### src/rtl/uart_txw_pkg.sv
package uart_txw_pkg;

    localparam int TXW_DATA_W  = 8;
    localparam int TXW_FRAME_W = 13;          // start + 8 data + ext + up to 2 stops, or break
    localparam int TXW_BRK_LEN = 13;
    localparam int TXW_CNT_W   = $clog2(TXW_FRAME_W + 1);

    typedef enum logic [1:0] {
        FMT_PLAIN = 2'b00,
        FMT_EVEN  = 2'b01,
        FMT_ODD   = 2'b10,
        FMT_ADDR  = 2'b11
    } txw_fmt_e;

    typedef enum logic [1:0] {
        SH_IDLE  = 2'd0,
        SH_ARMED = 2'd1,
        SH_SHIFT = 2'd2
    } txw_state_e;

    typedef struct packed {
        logic                  mark;
        logic [TXW_DATA_W-1:0] data;
    } txw_char_t;

    // Bit 0 goes out first; positions past the frame length are ones.
    function automatic logic [TXW_FRAME_W-1:0] txw_frame(txw_char_t c, txw_fmt_e f);
        logic ext;
        case (f)
            FMT_EVEN: ext = ^c.data;
            FMT_ODD:  ext = ~^c.data;
            FMT_ADDR: ext = c.mark;
            default:  ext = 1'b1;
        endcase
        return {3'b111, ext, c.data, 1'b0};
    endfunction

    function automatic logic [TXW_CNT_W-1:0] txw_len(txw_fmt_e f, logic two_stop);
        logic [TXW_CNT_W-1:0] n;
        n = TXW_CNT_W'(1 + TXW_DATA_W + 1);
        if (f != FMT_PLAIN) n = n + TXW_CNT_W'(1);
        if (two_stop)       n = n + TXW_CNT_W'(1);
        return n;
    endfunction

endpackage

### src/rtl/uart_txw_fifo.sv
module uart_txw_fifo #(
    parameter int DEPTH = 8,
    parameter int W     = 9,
    localparam int AW   = $clog2(DEPTH),
    localparam int CW   = $clog2(DEPTH + 1)
) (
    input  logic          clk,
    input  logic          rst,
    input  logic          push,
    input  logic [W-1:0]  push_data,
    input  logic          pop,
    output logic [W-1:0]  head,
    output logic [CW-1:0] count,
    output logic          full,
    output logic          empty
);
    logic [W-1:0]  mem [DEPTH];
    logic [AW-1:0] wr_ptr, rd_ptr;

    function automatic logic [AW-1:0] nxt(logic [AW-1:0] p);
        return (p == AW'(DEPTH - 1)) ? '0 : p + AW'(1);
    endfunction

    always_ff @(posedge clk) begin
        if (push) mem[wr_ptr] <= push_data;
    end

    always_ff @(posedge clk) begin
        if (rst) begin
            wr_ptr <= '0;
            rd_ptr <= '0;
            count  <= '0;
        end else begin
            if (push) wr_ptr <= nxt(wr_ptr);
            if (pop)  rd_ptr <= nxt(rd_ptr);
            case ({push, pop})
                2'b10:   count <= count + CW'(1);
                2'b01:   count <= count - CW'(1);
                default: count <= count;
            endcase
        end
    end

    assign head  = mem[rd_ptr];
    assign full  = (count == CW'(DEPTH));
    assign empty = (count == '0);
endmodule

### src/rtl/uart_txw_wmark.sv
module uart_txw_wmark #(
    parameter int DEPTH = 8,
    localparam int CW   = $clog2(DEPTH + 1),
    localparam int LW   = $clog2(DEPTH)
) (
    input  logic [CW-1:0] count,
    input  logic [LW-1:0] level,
    output logic          irq
);
    logic [CW-1:0] free_slots;
    logic [CW-1:0] threshold;

    always_comb begin
        free_slots = CW'(DEPTH) - count;
        threshold  = CW'(level) + CW'(1);
        irq        = (free_slots >= threshold);
    end
endmodule

### src/rtl/uart_txw_shifter.sv
module uart_txw_shifter
    import uart_txw_pkg::*;
(
    input  logic      clk,
    input  logic      rst,
    input  logic      tx_en,
    input  logic      baud_tick,
    input  logic      break_req,
    input  txw_fmt_e  fmt,
    input  logic      stop2,
    input  logic      q_empty,
    input  txw_char_t q_head,
    input  logic      wr_en,
    input  txw_char_t wr_char,
    output logic      q_pop,
    output logic      bypass,
    output logic      idle,
    output logic      line_raw
);
    txw_state_e             state;
    logic [TXW_FRAME_W-1:0] frame;
    logic [TXW_CNT_W-1:0]   bits_left;
    logic                   brk_pend;
    logic                   load_chr;
    logic                   load_brk;
    logic                   last_bit;
    txw_char_t              src;

    assign last_bit = baud_tick && (bits_left == TXW_CNT_W'(1));

    always_comb begin
        q_pop    = 1'b0;
        bypass   = 1'b0;
        load_chr = 1'b0;
        load_brk = 1'b0;
        src      = q_head;
        case (state)
            SH_IDLE: begin
                if (brk_pend) begin
                    load_brk = 1'b1;
                end else if (tx_en && !q_empty) begin
                    q_pop    = 1'b1;
                    load_chr = 1'b1;
                end else if (tx_en && wr_en) begin
                    bypass   = 1'b1;
                    load_chr = 1'b1;
                    src      = wr_char;
                end
            end
            SH_SHIFT: begin
                if (last_bit && !brk_pend && tx_en && !q_empty) begin
                    q_pop    = 1'b1;
                    load_chr = 1'b1;
                end
            end
            default: ;
        endcase
    end

    always_ff @(posedge clk) begin
        if (rst) begin
            state     <= SH_IDLE;
            frame     <= '1;
            bits_left <= '0;
            brk_pend  <= 1'b0;
        end else begin
            brk_pend <= break_req | (brk_pend & ~load_brk);
            case (state)
                SH_IDLE: begin
                    if (load_brk) begin
                        frame     <= '0;
                        bits_left <= TXW_CNT_W'(TXW_BRK_LEN);
                        state     <= SH_ARMED;
                    end else if (load_chr) begin
                        frame     <= txw_frame(src, fmt);
                        bits_left <= txw_len(fmt, stop2);
                        state     <= SH_ARMED;
                    end
                end
                SH_ARMED: begin
                    if (baud_tick) state <= SH_SHIFT;
                end
                SH_SHIFT: begin
                    if (last_bit) begin
                        if (load_chr) begin
                            frame     <= txw_frame(src, fmt);
                            bits_left <= txw_len(fmt, stop2);
                        end else begin
                            frame <= '1;
                            state <= SH_IDLE;
                        end
                    end else if (baud_tick) begin
                        frame     <= {1'b1, frame[TXW_FRAME_W-1:1]};
                        bits_left <= bits_left - TXW_CNT_W'(1);
                    end
                end
                default: state <= SH_IDLE;
            endcase
        end
    end

    assign idle     = (state == SH_IDLE);
    assign line_raw = (state == SH_SHIFT) ? frame[0] : 1'b1;
endmodule

### src/rtl/uart_txw.sv
module uart_txw
    import uart_txw_pkg::*;
#(
    parameter int DEPTH = 8,
    localparam int LW   = $clog2(DEPTH),
    localparam int CW   = $clog2(DEPTH + 1)
) (
    input  logic                  clk,
    input  logic                  rst,
    input  logic                  tx_en,
    input  logic [1:0]            fmt,
    input  logic                  stop2,
    input  logic                  invert,
    input  logic [LW-1:0]         wm_lvl,
    input  logic                  break_req,
    input  logic                  baud_tick,
    input  logic                  wr_en,
    input  logic [TXW_DATA_W-1:0] wr_data,
    input  logic                  wr_mark,
    output logic                  fifo_full,
    output logic                  fifo_empty,
    output logic                  tx_irq,
    output logic                  collision,
    output logic                  tsr_empty,
    output logic                  tx_line
);
    txw_char_t     wr_char, q_head;
    logic [CW-1:0] q_count;
    logic          q_pop, q_push, bypass, sh_idle, line_raw;

    assign wr_char = '{mark: wr_mark, data: wr_data};
    assign q_push  = wr_en && !fifo_full && !bypass;

    uart_txw_fifo #(.DEPTH(DEPTH), .W($bits(txw_char_t))) fifo_i (
        .clk       (clk),
        .rst       (rst),
        .push      (q_push),
        .push_data (wr_char),
        .pop       (q_pop),
        .head      (q_head),
        .count     (q_count),
        .full      (fifo_full),
        .empty     (fifo_empty)
    );

    uart_txw_shifter shifter_i (
        .clk       (clk),
        .rst       (rst),
        .tx_en     (tx_en),
        .baud_tick (baud_tick),
        .break_req (break_req),
        .fmt       (txw_fmt_e'(fmt)),
        .stop2     (stop2),
        .q_empty   (fifo_empty),
        .q_head    (q_head),
        .wr_en     (wr_en),
        .wr_char   (wr_char),
        .q_pop     (q_pop),
        .bypass    (bypass),
        .idle      (sh_idle),
        .line_raw  (line_raw)
    );

    uart_txw_wmark #(.DEPTH(DEPTH)) wmark_i (
        .count (q_count),
        .level (wm_lvl),
        .irq   (tx_irq)
    );

    always_ff @(posedge clk) begin
        if (rst)                       collision <= 1'b0;
        else if (wr_en && fifo_full)   collision <= 1'b1;
    end

    assign tsr_empty = sh_idle && fifo_empty;
    assign tx_line   = line_raw ^ invert;
endmodule

### config.mk
export PLATFORM = sky130hd
export DESIGN_NAME = uart_txw
export DESIGN_NICKNAME = d
export VERILOG_FILES = /design/src/rtl/uart_txw_pkg.sv /design/src/rtl/uart_txw_fifo.sv /design/src/rtl/uart_txw_wmark.sv /design/src/rtl/uart_txw_shifter.sv /design/src/rtl/uart_txw.sv
export SDC_FILE = /design/constraint.sdc
export NUM_CORES = 1
export LEC_CHECK = 0
export ABC_AREA = 1
export BUFFER_PORTS_ARGS = -buffer_cell sky130_fd_sc_hd__buf_4
export CAP_MARGIN = 20
export CORE_MARGIN = 2
export CORE_UTILIZATION = 60
export CTS_CLUSTER_SIZE = 14
export DETAILED_ROUTE_END_ITERATION = 12
export GPL_ROUTABILITY_DRIVEN = 0
export MAX_ROUTING_LAYER = met4
export PLACE_DENSITY = 0.9
export SKIP_CTS_REPAIR_TIMING = 1
export SLEW_MARGIN = 20
export SYNTH_ARGS = -nofsm -noshare
export SYNTH_HDL_FRONTEND = slang
export SYNTH_HIERARCHICAL = 1
export SYNTH_SLANG_ARGS = --single-unit
### constraint.sdc
create_clock -name clk -period 3 [get_ports clk]
set_input_delay 0.45 -clock clk [delete_from_list [all_inputs] [get_ports clk]]
set_output_delay 0.45 -clock clk [all_outputs]
set_load 0.02 [all_outputs]
==> results of run 1 <==
-- worst max path at each step --
stage                                         from                      endpoint  slack [ps]  depth (start not counted)
2_1_floorplan         fifo_i/count[1]$_SDFFE_PP0P_  fifo_i/count[2]$_SDFFE_PP0P_         320                         17
3_3_place_gp          fifo_i/count[1]$_SDFFE_PP0P_  fifo_i/count[2]$_SDFFE_PP0P_         470                         16
3_5_place_dp          fifo_i/count[1]$_SDFFE_PP0P_  fifo_i/count[2]$_SDFFE_PP0P_         320                         16
4_1_cts               fifo_i/count[1]$_SDFFE_PP0P_  fifo_i/count[2]$_SDFFE_PP0P_         300                         16
5_1_grt        shifter_i/bits_left[1]$_SDFFE_PP0P_  fifo_i/count[2]$_SDFFE_PP0P_          50                         15
6_report              fifo_i/count[1]$_SDFFE_PP0P_  fifo_i/count[2]$_SDFFE_PP0P_         360                         16
-- area by class of cell --
cell class | count | area, sq um | share of cell area, %
sequential | 106 | 2840 | 48.3
multi-input combinational | 414 | 2150 | 36.5
timing repair buffer | 41 | 308 | 5.23
inverter | 69 | 264 | 4.48
tap | 108 | 135 | 2.29
clock buffer | 9 | 124 | 2.10
clock inverter | 7 | 67.6 | 1.15
-- worst min-delay path, cell delays in order --
cell and delay (ps):
buf_4 80, a21oi_1 30, nor2_1 70
-- flip-flops by register name, summed over array words and instances, names as in the netlist, named ones only --
register             cells
fifo_i/count             4
fifo_i/rd_ptr            3
fifo_i/wr_ptr            3
collision                1
shifter_i/state          2
shifter_i/brk_pend       1
fifo_i/mem              72
shifter_i/bits_left      4
shifter_i/frame         13
-- per-layer routing --
metal,track usage (%),wire (microns),up-vias
met5,-,0,-
met4,6.11,106,0
met3,4.99,846,13
met2,44.3,5970,159
met1,30.8,4590,1934
li1,-,-,2091
-- power breakdown --
part	internal, mW	total (mW)	switching [mW]
Clock	0.324	0.843	0.520
Sequential	1.79	1.93	0.139
Combinational	0.774	2.16	1.38
-- cell families (layout without fill, tap and decap cells) --
kind of cell	Yosys count	after routing	share of synthesized area, %
mux	9	9	1.66
flops	106	106	52.3
buf+inv	87	126	8.38
compound gates	125	125	12.6
xor+xnor	7	7	1.13
fa+ha+maj	16	16	3.68
simple gates	257	257	20.2
-- through the flow --
step	util (%)	area [sq um]	hold WS, ps	cells	worst slack [ps]
finish	67.2	5890	289	754	358
global route	67.2	5890	271	754	48.6
CTS	67.1	5880	277	754	297
detailed placement	64.9	5690	448	738	318
global placement	64.9	5690	437	738	469
floorplan	-	5440	426	607	316
-- synth_stat cells, drive strengths merged, types with 2 or more instances --
master,count
a211oi,4
a21oi,28
a31oi,2
buf,14
clkbuf,4
clkinv,2
dfxtp,34
edfxtp,72
ha,16
inv,67
mux2i,9
nand2,163
nand3,17
nand4,3
nor2,65
nor3,3
o211ai,2
o21ai,74
o21bai,2
o221ai,2
o22ai,9
or2,4
xnor2,4
xor2,3
==> run metrics, run 1 <==
hold crit path type=in2reg; gr usage total=about 25%; crit path DAT=between 2000 and 3000 ps; crit path max fanout=18; Hold Startpoint=break_req; slowest stage cell, crit path=dfxtp_1; largest net degree at the start of global routing=37; required time of the critical path=3270 ps; nets@finish=roughly 680; max incr delay on CP=380 ps; Post-Syn Instances=approximately 600; CP Class=reg2reg; top cells by area, synth=edfxtp_1 40%, dfxtp_1 13%, nand2_1 11%; Period Utilization, post-route=88.1%; worst skew pair latency=about 370 ps; flops & latches, synth=roughly 110; area leader, netlist=edfxtp_1; worst slew pin tran=497 ps; Worst setup EP type=flop; vias in the first global route=4,142; Post-Syn Nets=approximately 650; RR Endpoint=fifo_i/count[2]$_SDFFE_PP0P_; max-slew violation count=0; Syn. warnings=6; Synth async-reset ratio=0%; DR WL/cell=15.3 microns; total CTS buffers=9; initial antenna violation count=0; leakage=2.50 nW; area of the core=about 8800 sq um; Antenna Nets Post-Route=0; Post-synth EDFFs=~70; CTS Sinks=approximately 110; Power, Total=4.93 mW; maximum clock insertion buffer count=2; commonest cells after routing, fill and taps aside=156 x nand2_1, 72 x edfxtp_1, 63 x inv_1; fraction of layout cells with a size suffix above 1=a little over an eighth; r2r setup slk=between 300 and 400 ps; RSZ-0062 raised after global routing=no; first-pass iteration count of the detailed router=5; grt total ovfl=0; P per Cell Area=between 800 and 900 nW/um^2; port bufs=27; post-synthesis sequential area ratio=a little over half; worst path cell trace=inv_1, nand2_1, nor3_4, nand3_4, nor2_8, nor3b_2, inv_2, ha_1, nand2_1, inv_2, nor2_2, ha_1, a21oi_1, xnor2_1, o21ai_0, inv_1; fmax=around 0.38 GHz; Final Hold Fails=0; DRC Markers=0; clk slew on worst S/H paths=roughly 100 ps; TritonCTS clock tree=built; Antenna Cells=0; Worst Setup Start Kind=flop; setup violators final=0; global-route wire length before repair=just under 20,000 microns; R2R Path Start=fifo_i/count[1]$_SDFFE_PP0P_; crit path buf inv count=4; synth unique cells=43; area grow syn2layout=8.36%; vias per cell=about 5.6; Iteration-0 DRC Markers=between 400 and 500; Hold Path Sink=shifter_i/brk_pend$_SDFF_PP0_; die width=~99 microns; Top Ports=28; Root Buffer Master=clkbuf_8; crit path time final=between 2000 and 3000 ps; max_cap viols=0; htree depth=3; setup TNS=0 ps; Slew headroom=roughly 67%; syn_area_per_cell=between 8 and 9 sq um; Initial Util=between 60 and 70%; cells on worst reg2reg path=16; Post-Route WL=11,500 microns; hold depth=3; die area=9830 sq um; routed vias=about 4,200; commonest non-fill, non-tap cell in the layout=nand2_1; Filler Cell Count=about 660; status=finished clean; die height=99.2 microns; Max IR drop VDD=~0.62 mV; top cell family by delay on the critical path=simple AND/OR/NAND/NOR gates; ys flop type=edfxtp_1; Synth top area share=39.8%; synthesized area=roughly 5400 sq um; Worst Skew=9.12 ps; detailed placement HPWL=8190 microns; Row Count=34
Note: power is estimated with default switching activity, not from simulation.
==> run 2, diff against run 1 <==
Settings changed: CORE_UTILIZATION 60 to 45, PLACE_DENSITY 0.9 to 0.74.
==> run 2 against run 1 <==
Effect of this change: clock skew about the same; sequential share of layout area decreased by 1.0 points; clock power grew 33%.
==> run metrics, run 2 (synthesis gave the netlist of run 1 again) <==
nets@finish=677 (-0.29%); crit path launch=shifter_i/state[1]$_SDFFE_PP0P_; die height=114 microns (+15%); initial antenna violation count=0 (unchanged); crit path max fanout=12 (-6); Filler Cell Count=1,104 (+67%); setup violators final=0 (unchanged); max-slew violation count=0 (unchanged); cell area after layout=6020 sq um (+2.2%); Multi-input gate area=2140 sq um (-0.29%); fraction of layout cells with a size suffix above 1=12.9% (-0.42 points); largest net degree at the start of global routing=38 (+2.7%); Hold Startpoint=break_req; CTS Sinks=106 (unchanged); DR WL/cell=14.8 microns (-3.3%); Period Utilization, post-route=91.8% (+3.7 points); setup TNS=0 ps (unchanged); port bufs=27 (unchanged); clk slew on worst S/H paths=60 ps (-40 ps); detailed placement HPWL=7910 microns (-3.3%); top flop regs=fifo_i/mem x72, shifter_i/frame x13; Util after Layout=50.5% (-17 points); hold depth=3 (unchanged); commonest non-fill, non-tap cell in the layout=nand2_1; Register Area=2840 sq um (unchanged); Worst setup EP type=output port; Root Buffer Master=clkbuf_16; Final Hold Fails=0 (unchanged); area grow syn2layout=10.7%; most frequent CP cell=inv_1; P per Cell Area=861 nW/um^2 (+2.8%); hold crit path type=in2reg; gr usage total=19.4% (-6.1 points); routed vias=4,233 (+0.86%); vias in the first global route=3,998 (-3.5%); largest reg by FF count=fifo_i/mem; grt total ovfl=0 (unchanged); Antenna Nets Post-Route=0 (unchanged); status=finished clean; CP Class=reg2out; Slew headroom=52.0% (-15 points); htree depth=3 (unchanged); Worst Skew=9.28 ps (+0.160 ps); crit path time final=2750 ps (+111 ps); Power, Total=5.18 mW (+5.1%); commonest cells after routing, fill and taps aside=156 x nand2_1, 72 x edfxtp_1, 63 x inv_1; vias per cell=5.35 (-3.9%); DRC Markers=0 (unchanged); required time of the critical path=2550 ps (-720 ps); total CTS buffers=9 (unchanged); global-route wire length before repair=19,300 microns (+0.46%); Top Ports=28 (unchanged); cells on worst reg2reg path=16 (unchanged); fmax=0.363 GHz (-4.0%); Place WS=305 ps (-13.2 ps); RSZ-0062 raised after global routing=no; Antenna Cells=0 (unchanged); die width=114 microns (+15%); Worst Setup Start Kind=flop; Iteration-0 DRC Markers=298 (-34%); R2R Path Start=fifo_i/count[1]$_SDFFE_PP0P_; Placed Area=5740 sq um (+0.81%); max reg flops=72 (unchanged); Initial Util=45.6% (-16 points); crit path DAT=2300 ps (-610 ps); first-pass iteration count of the detailed router=5 (unchanged); worst path cell trace=inv_1, nor2_1, inv_1, or2_2, xor2_1, buf_4; slowest stage cell, crit path=nor2_1; Row Count=40 (+18%); die area=13,000 sq um (+32%); Post-Route WL=11,700 microns (+1.5%); max incr delay on CP=570 ps (+190 ps); Max IR drop VDD=0.620 mV (about the same); max_cap viols=0 (unchanged); TritonCTS clock tree=built; worst skew pair latency=350 ps (-20 ps); area of the core=11,900 sq um (+36%); Final WS setup=247 ps (-111 ps); worst slew pin tran=717 ps (+219 ps); leakage=2.53 nW (+1.0%); maximum clock insertion buffer count=2 (unchanged)
==> run 2: area by class of cell <==
type | count | share of cell area [%]
flip-flops and latches | 106 | 47.2
multi-input cells | 414 | 35.6
repair buffers | 39 | 5.07
inverters | 69 | 4.39
clock buffers | 10 | 3.81
well taps | 147 | 3.06
clock inverters | 6 | 0.853
==> run 2: path summary, 6_finish.rpt <==
| check | slack (ps) | endpoint |
|---|---|---|
| setup / recovery | 250 | tx_line |
| hold / removal | 320 | shifter_i/brk_pend$_SDFF_PP0_ |
| hold reg to reg | 460 | shifter_i/frame[12]$_SDFFE_PP1P_ |
| setup reg to reg | 270 | fifo_i/count[2]$_SDFFE_PP0P_ |
==> run 2: worst max-delay path, delay by kind of cell (launching register included) <==
family	cells	cell delay [ps]
buffers and inverters	3	510
and+or+nand+nor	2	900
DFF	1	400
xor gates and xnor gates	1	140
==> run 2: per-layer routing <==
layer  vias up  part of all wire, %  track usage [%]
met5         -                    0                -
met4         0                  1.6             6.34
met3        21                  6.4             3.40
met2       132                   48             31.8
met1      1993                   44             24.5
li1       2087                    -                -
==> run 2: where the power goes <==
group | switching (mW) | total (mW) | leakage, nW | internal (mW)
combinational | 1.36 | 2.13 | 1.46 | 0.771
clock | 0.547 | 1.12 | 0.133 | 0.575
sequential | 0.133 | 1.92 | 0.934 | 1.79
==> run 2: stage by stage <==
| stage | instances | hold WS, ps |
|---|---|---|
| after global placement | 775 | 439 |
| after detailed placement | 775 | 446 |
| after floorplan | 607 | 426 |
| after CTS | 791 | 307 |
| final | 791 | 317 |
| after global routing | 791 | 341 |
